$ cat config.mk
export PLATFORM = sky130hd
export DESIGN_NAME = wave_seq
export DESIGN_NICKNAME = d
export VERILOG_FILES = /design/src/rtl/wseq_pkg.sv /design/src/rtl/wseq_ctrl.sv /design/src/rtl/wseq_path.sv /design/src/rtl/wave_seq.sv
export SDC_FILE = /design/constraint.sdc
export NUM_CORES = 1
export LEC_CHECK = 0
export CORE_ASPECT_RATIO = 2
export CORE_UTILIZATION = 55
export CTS_CLUSTER_SIZE = 14
export DETAILED_ROUTE_END_ITERATION = 10
export GPL_ROUTABILITY_DRIVEN = 1
export PLACE_DENSITY = 0.84
export REMOVE_ABC_BUFFERS = 1
export SETUP_SLACK_MARGIN = 0.05
export SLEW_MARGIN = 20
export SYNTH_ARGS = -nofsm -noshare
export SYNTH_HDL_FRONTEND = slang
export SYNTH_HIERARCHICAL = 1
export SYNTH_SLANG_ARGS = --single-unit
$ cat constraint.sdc
create_clock -name clk -period 3.8 [get_ports clk]
set_input_delay 0.76 -clock clk [delete_from_list [all_inputs] [get_ports clk]]
set_output_delay 0.76 -clock clk [all_outputs]
set_load 0.01 [all_outputs]
$ cat src/rtl/wseq_pkg.sv
`timescale 1ns/1ps
package wseq_pkg;
  typedef enum logic [1:0] {
    CH_START = 2'd0,
    CH_RUN   = 2'd1,
    CH_LOOP  = 2'd2
  } chState_e;

  typedef struct packed {
    logic reload;
    logic fetch;
    logic advance;
  } slotStrobe_t;

  localparam int RELOAD_SLOT  = 1;
  localparam int FETCH_SLOT   = 2;
  localparam int ADVANCE_SLOT = 4;
  localparam logic [7:0] LOOP_MARK = 8'hFF;
endpackage

$ cat src/rtl/wseq_ctrl.sv
`timescale 1ns/1ps
module wseq_ctrl
  import wseq_pkg::*;
#(
  parameter int NUM_CH = 8,
  parameter int SLOTS  = 12,
  localparam int CH_W   = $clog2(NUM_CH),
  localparam int SLOT_W = $clog2(SLOTS)
) (
  input  logic              clk,
  input  logic              rst_n,
  input  logic              tickEn,
  input  logic              soundOn,
  input  logic [NUM_CH-1:0] chMute,
  output logic [CH_W-1:0]   curChan,
  output logic [SLOT_W-1:0] slotIdx,
  output slotStrobe_t       stb
);
  logic active;
  assign active = soundOn && !chMute[curChan];

  always_ff @(posedge clk or negedge rst_n) begin
    if (!rst_n) begin
      slotIdx <= '0;
      curChan <= '0;
    end else if (tickEn) begin
      if (slotIdx == SLOT_W'(SLOTS - 1)) begin
        slotIdx <= '0;
        curChan <= (curChan == CH_W'(NUM_CH - 1)) ? '0 : curChan + 1'b1;
      end else begin
        slotIdx <= slotIdx + 1'b1;
      end
    end
  end

  always_comb begin
    stb.reload  = tickEn && active && (slotIdx == SLOT_W'(RELOAD_SLOT));
    stb.fetch   = tickEn && active && (slotIdx == SLOT_W'(FETCH_SLOT));
    stb.advance = tickEn && active && (slotIdx == SLOT_W'(ADVANCE_SLOT));
  end
endmodule

$ cat src/rtl/wseq_path.sv
`timescale 1ns/1ps
module wseq_path
  import wseq_pkg::*;
#(
  parameter int NUM_CH  = 8,
  parameter int PTR_W   = 27,
  parameter int FRAC_W  = 11,
  parameter int START_W = 8,
  parameter int LOOP_W  = 16,
  parameter int STEP_W  = 16,
  parameter int DATA_W  = 8,
  localparam int CH_W   = $clog2(NUM_CH)
) (
  input  logic                      clk,
  input  logic                      rst_n,
  input  slotStrobe_t               stb,
  input  logic [CH_W-1:0]           curChan,
  input  logic [NUM_CH-1:0]         startReq,
  input  logic [NUM_CH*START_W-1:0] startVal,
  input  logic [NUM_CH*LOOP_W-1:0]  loopVal,
  input  logic [NUM_CH*STEP_W-1:0]  stepVal,
  input  logic [DATA_W-1:0]         memData,
  output logic [PTR_W-1:0]          curPtr,
  output chState_e                  curState,
  output logic [DATA_W-1:0]         sampleOut
);
  logic [PTR_W-1:0]  ptrAll [NUM_CH];
  chState_e          stAll  [NUM_CH];
  logic [DATA_W-1:0] smpAll [NUM_CH];

  for (genvar i = 0; i < NUM_CH; i++) begin : g_voice
    logic              sel;
    logic [PTR_W-1:0]  ptr;
    chState_e          st;
    logic [DATA_W-1:0] smp;
    logic [START_W-1:0] stv;
    logic [LOOP_W-1:0]  lpv;
    logic [STEP_W-1:0]  spv;

    assign sel = (curChan == CH_W'(i));
    assign stv = startVal[i*START_W +: START_W];
    assign lpv = loopVal[i*LOOP_W +: LOOP_W];
    assign spv = stepVal[i*STEP_W +: STEP_W];

    always_ff @(posedge clk or negedge rst_n) begin
      if (!rst_n) begin
        ptr <= '0;
        st  <= CH_START;
        smp <= '0;
      end else begin
        if (sel && stb.reload) begin
          if (st == CH_START) begin
            ptr <= {stv, {(PTR_W-START_W){1'b0}}};
            st  <= CH_RUN;
          end else if (st == CH_LOOP) begin
            ptr <= PTR_W'({lpv, {FRAC_W{1'b0}}});
            st  <= CH_RUN;
          end
        end
        if (sel && stb.fetch) begin
          if (memData == LOOP_MARK) st <= CH_LOOP;
          else                      smp <= memData;
        end
        if (sel && stb.advance) ptr <= ptr + PTR_W'(spv);
        if (startReq[i]) st <= CH_START;
      end
    end

    assign ptrAll[i] = ptr;
    assign stAll[i]  = st;
    assign smpAll[i] = smp;
  end

  assign curPtr    = ptrAll[curChan];
  assign curState  = stAll[curChan];
  assign sampleOut = smpAll[curChan];
endmodule

$ cat src/rtl/wave_seq.sv
`timescale 1ns/1ps
module wave_seq
  import wseq_pkg::*;
#(
  parameter int NUM_CH  = 8,
  parameter int SLOTS   = 12,
  parameter int PTR_W   = 27,
  parameter int FRAC_W  = 11,
  parameter int START_W = 8,
  parameter int LOOP_W  = 16,
  parameter int STEP_W  = 16,
  parameter int DATA_W  = 8,
  localparam int CH_W   = $clog2(NUM_CH),
  localparam int SLOT_W = $clog2(SLOTS),
  localparam int ADDR_W = PTR_W - FRAC_W
) (
  input  logic                      clk,
  input  logic                      rst_n,
  input  logic                      tickEn,
  input  logic                      soundOn,
  input  logic [NUM_CH-1:0]         chMute,
  input  logic [NUM_CH-1:0]         startReq,
  input  logic [NUM_CH*START_W-1:0] startVal,
  input  logic [NUM_CH*LOOP_W-1:0]  loopVal,
  input  logic [NUM_CH*STEP_W-1:0]  stepVal,
  input  logic [DATA_W-1:0]         memData,
  output logic [ADDR_W-1:0]         memAddr,
  output logic [CH_W-1:0]           curChan,
  output logic [SLOT_W-1:0]         slotIdx,
  output logic [PTR_W-1:0]          curPtr,
  output logic [1:0]                curState,
  output logic [DATA_W-1:0]         sampleOut
);
  slotStrobe_t stb;
  chState_e    stNow;

  wseq_ctrl #(.NUM_CH(NUM_CH), .SLOTS(SLOTS)) u_ctrl (
    .clk(clk), .rst_n(rst_n), .tickEn(tickEn), .soundOn(soundOn),
    .chMute(chMute), .curChan(curChan), .slotIdx(slotIdx), .stb(stb)
  );

  wseq_path #(
    .NUM_CH(NUM_CH), .PTR_W(PTR_W), .FRAC_W(FRAC_W), .START_W(START_W),
    .LOOP_W(LOOP_W), .STEP_W(STEP_W), .DATA_W(DATA_W)
  ) u_path (
    .clk(clk), .rst_n(rst_n), .stb(stb), .curChan(curChan),
    .startReq(startReq), .startVal(startVal), .loopVal(loopVal),
    .stepVal(stepVal), .memData(memData), .curPtr(curPtr),
    .curState(stNow), .sampleOut(sampleOut)
  );

  assign curState = stNow;
  assign memAddr  = curPtr[PTR_W-1:FRAC_W];
endmodule

======== After elaboration in Yosys (flattened, before gate mapping) ========
Index checks and enable logic that the tools add are counted.
operators by class
  add/subtract/negate cells ............... 10
  $lt $le $gt $ge ......................... 2
  equality and inequality tests ........... 20
  muxes and demuxes ....................... 93
  bitwise logic cells ..................... 2
  reduce and logical (&&, ||, !) cells .... 72
operators by type and width
  kind                   number
  $mux W27               34
  $add A27 B16 Y27       8
  $mux W2                50
  $bmux W27 S3           1
  $reduce_and A2 Y1      17
  $logic_and A1 B1 Y1    29
  $bmux W8 S3            1
  $reduce_bool A3 Y1     8
  $eq A2 B2 Y1 const B   8
  $logic_not A2 Y1       8
  $mux W8                2
  $reduce_bool A2 Y1     8
  $eq A3 B3 Y1 const B   4
  $eq A8 B8 Y1 const B   1
  $bmux W2 S3            1
  $eq A3 B2 Y1 const B   2
  $add A4 B1 Y4 const B  1
  $eq A4 B1 Y1 const B   1
  $eq A4 B2 Y1 const B   1
  $eq A4 B3 Y1 const B   1
  $eq A4 B4 Y1 const B   1
  $ge A4 B4 Y1 const B   1
  $lt A3 B4 Y1 const B   1
  $mux W4                1
  9 further kinds        9
word-level totals
  flip-flop bits (word level) ............. 303
  bits of input ports ..................... 348
  output and inout port bits .............. 60
  word-level logic and storage cells ...... 225

======== Logic depth before layout (Yosys ltp) ========
  depth in word-level cells ............... 11
  depth in mapped cells ................... 12
  gate-level depth less buffers ........... 11

======== Modules after synthesis ========
Netlist, hierarchy kept.
modules (own cells, without submodules)
  module     instances  cells each  area an instance (µm²)  seq. area each (µm²)
  wseq_path  1          2499        22665.5                 7407.1
  wseq_ctrl  1          45          480.5                   175.2
  wave_seq   1          16          120.1                   0.0

======== Worst setup path before layout ========
No wires, ideal clock.
  path type ............................... input -> register
  from .................................... input chMute[7]
  to ...................................... register u_path.g_voice[0].ptr[22]
  library setup time ...................... 0.120 ns
  arrival time ............................ 3.299 ns
  required time ........................... 3.680 ns
  setup slack ............................. 0.382 ns
  cell stages on the path ................. 10
  path buffers ............................ 2
  cells stage by stage .................... mux2_1 mux4_2 nor3_1 clkbuf_1 a21oi_1 or3_1 clkbuf_1 nor2_1 a31oi_1 and3_1
RTL lines
  element               line             RTL
  from (decl)           wave_seq.sv:21   input logic [NUM_CH-1:0] chMute,
  to (signal assigned)  wseq_path.sv:53  ptr <= {stv, {(PTR_W-START_W){1'b0}}};
  to (signal assigned)  wseq_path.sv:56  ptr <= PTR_W'({lpv, {FRAC_W{1'b0}}});
  to (signal assigned)  wseq_path.sv:64  if (sel && stb.advance) ptr <= ptr + PTR_W'(spv);
  to (decl)             wseq_path.sv:33  logic [PTR_W-1:0] ptr;

======== Final worst setup path ========
  from .................................... register u_ctrl.curChan[0]
  to ...................................... output curPtr[5]
on the way
  cells in the longest elaborated chain, start to end .. 4
ends and longest elaborated chain
  element                                       line             RTL
  from (decl)                                   wseq_ctrl.sv:15  output logic [CH_W-1:0] curChan,
  from (signal assigned)                        wseq_ctrl.sv:29  curChan <= (curChan == CH_W'(NUM_CH - 1)) ? '0 : curChan + 1'b1;
  $not A3 Y4 (implied by the code)              wseq_path.sv:74  assign curPtr = ptrAll[curChan];
  $bmux W27 S3                                  wseq_path.sv:74
  $mux W27 (implied by the code) (2 in series)  wseq_path.sv:74
  to (decl)                                     wave_seq.sv:30   output logic [PTR_W-1:0] curPtr,
No other way between the ends. The select of a mux whose other input is x is not followed.

==> results_dict.tcl <==
set metrics [dict create \
    outcome "complete, no violations" \
    drt_iter0_markers 2107 \
    p_per_area_mw_per_mm2 424 \
    root_buffer "clkbuf_16" \
    die_w_um 147 \
    p_seq_share_pct 33.0 \
    yosysSeqAreaShare_pct 32.6 \
    core_area_mm2 0.0418 \
    postSynthCellCount 2560 \
    grt_max_degree 93 \
    peakVddDrop_mv 0.378 \
    fill_cells 3288 \
    die_h_um 293 \
    drive_gt1_share_pct 13.6 \
    finalWorstSetupSlack_ps 96.7 \
    die_area_mm2 0.0432 \
    endpoint_kind "output port" \
    internal-power_w 0.00804 \
    setup_viol 0 \
    ys_warn_count 6 \
    final_cell_mix "clkdlybuf4s50_1, nand2_1, dfrtp_1, nor2_1, a21oi_1" \
    fin_skew_ps 22.7 \
    max_slew_margin_pct 24.7 \
    p_total_w 0.0126 \
    cts_inserted_buffers 29 \
    antenna_found_initial 4 \
    via_per_inst 6.68 \
    max_cap_violations 0 \
    finalHoldViolations 0 \
    cts.reportedPaths.clkPinSlew_ps 70 \
    cp_data_arrival_time_ps 2940 \
    cts_tree "yes" \
    antenna_left 0 \
    place_congestion 1.07 \
    place_ws_ps -11.4 \
    layout_worst_path_cycle_share_pct 97.5 \
    regArea_mm2 0.00759 \
    ys_ff_latch 303 \
    final_nets 3487 \
    p_sw_share_pct 36.0 \
    setup_tns_ps 0 \
    syn_area_mm2 0.0233 \
    grt_remaining_overflow 0 \
    ctsHtreeMaxLevel 1 \
    ctsHoldBuffers 0 \
    ys_types 105 \
    layout_min_cycle_time_ps 3700 \
    max_clock_freq_mhz 270 \
    cp.required_ps 3040 \
    dpl.hpwl_um 74800 \
    synth-async-reset-ratio_pct 100 \
    yosysTopAreaCellShare_pct 32.6 \
    final_common_cell "clkdlybuf4s50_1" \
    syn2layout_area_growth_pct 27.4 \
    grt_pass1_vias 24500 \
    num_vias 23800 \
    synth_top_cell_by_area "dfrtp_1" \
    synth_ff_type "dfrtp_1" \
    p_clk_share_pct 24.8 \
    synth_edf_count 0 \
    portBuffers 407 \
    insertion_delay_ps 590 \
    start_util_pct 55.7 \
    drc 0 \
    hold_path.class "in -> async" \
    rows 106 \
    path_class "reg -> out" \
    synth.avg_cell_area_um2 9.09 \
    combPwrFrac_pct 42.2 \
    max_slew.worst_pin.slew_ps 1120 \
    clock_sinks 303 \
    routedWlPerCell_um 26.9 \
    pin_count 408 \
    grt_pass1_wl_um 145000 \
    cts.path.max_buffers 3 \
    drt_first_pass_iters 6 \
    p_switching_w 0.00453 \
    cp-start-kind "flop" \
    leakagePower_nw 13.4 \
    cp_max_fo 28 \
    rsz0062_at_grt "false" \
    multi_input_area_mm2 0.0149 \
    grt_use_total_pct 44.8 \
    drv_slew 0 \
    wl_um 95900 \
    ys_top_cells_by_area "dfrtp_1, mux4_2, ha_1, nand2_1, mux2_2" \
]
==> metrics by stage <==
step / cell area [µm²] / instances / util, % / hold slack [ps]
after CTS: 29600 / 3557 / 70.9 / 252
final: 29600 / 3566 / 70.9 / 202
after global routing: 29600 / 3559 / 70.9 / 270
after global placement: 28600 / 3505 / 68.5 / 452
after floorplan: 22600 / 2420 / - / 440
after detailed placement: 28600 / 3505 / 68.5 / 457
==> kinds of logic after synthesis <==
family          synth area share, %
xor+xnor                       3.88
flops                          32.6
buf+inv                        3.37
simple gates                   18.5
fa+ha+maj                      7.89
mux                            12.0
compound gates                 21.7
==> power by group through the flow <==
| stage | combinational [W] | sequential [W] | clock, W |
|---|---|---|---|
| after floorplan | 0.00275 | 0.00423 | 0 |
| after global placement | 0.00501 | 0.00415 | 0 |
| after detailed placement | 0.00515 | 0.00418 | 0 |
| after CTS | 0.00524 | 0.00411 | 0.00314 |
| after global routing | 0.00564 | 0.00418 | 0.00325 |
| final | 0.00531 | 0.00414 | 0.00311 |
==> worst paths after layout <==
check	start	endpoint	slack, ps	cells past startpoint
worst max-delay path	u_ctrl/curChan[0]	curPtr[5]	100	4
worst min-delay path	rst_n	u_path/g_voice[6].ptr[3]	200	1
worst max register to register	u_ctrl/curChan[1]	u_path/g_voice[3].ptr[19]	510	11
worst min register to register	u_path/g_voice[3].smp[7]	u_path/g_voice[3].smp[7]	480	2
max in group asynchronous	rst_n	u_path/g_voice[1].ptr[1]	2690	2
min in group clk	u_path/g_voice[3].smp[7]	u_path/g_voice[3].smp[7]	480	2
==> routing by layer <==
metal	wire length [µm]	track usage, %	vias up
met5	0	0	-
met4	10900	42.5	0
met3	7060	7.17	439
met2	47100	76.7	1464
met1	30800	45.9	11500
li1	-	-	10500
==> area by class of cell <==
class                      count  area share [%]
tap                          540            2.28
clock buffer                  40            2.76
sequential                   303            25.6
clock inverter                11           0.557
multi-input combinational   2074            50.3
inverter                      43           0.545
antenna                        9          0.0760
timing repair buffer         546            17.9
==> synthesized netlist by cell type (8+ instances only) <==
| library cell | count |
|---|---|
| mux4_2 | 75 |
| nand2_1 | 370 |
| ha_1 | 134 |
| a22o_1 | 14 |
| buf_2 | 19 |
| nand2b_1 | 17 |
| o21bai_1 | 23 |
| xnor2_1 | 52 |
| clkbuf_1 | 92 |
| o21ai_1 | 16 |
| xor2_1 | 51 |
| and2_1 | 14 |
| dfrtp_1 | 303 |
| nor2b_1 | 13 |
| o21ai_0 | 130 |
| a211oi_1 | 57 |
| a311oi_1 | 20 |
| or2_2 | 13 |
| or3_1 | 22 |
| nand4_1 | 28 |
| buf_4 | 18 |
| o21a_1 | 14 |
| nor2_1 | 165 |
| a21o_1 | 81 |
| fa_1 | 8 |
| mux2_2 | 80 |
| o31ai_1 | 8 |
| a31oi_1 | 56 |
| inv_1 | 43 |
| o211ai_1 | 19 |
| nand3_1 | 116 |
| a21oi_1 | 154 |
| and3_1 | 61 |
| nor3_1 | 67 |
| mux2i_1 | 17 |
==> registers in the layout (all words and copies together), names as in the netlist <==
signal and flops:
u_ctrl/curChan 3, u_ctrl/slotIdx 4, u_path/g_voice.ptr 216, u_path/g_voice.smp 64, u_path/g_voice.st 16
==> worst max-delay path: stages, from the launching register on <==
cell             delay (ps)
dfrtp_4                 550
buf_12                  290
mux4_2                  680
mux2_2                  340
clkdlybuf4s50_1         480
==> timing repair <==
action / in CTS / in global routing
setup buffers: 1 / 0
resized for setup: 0 / 0
endpoints found under the setup margin: 1 / 0
Power figures use the tool's default switching activity.
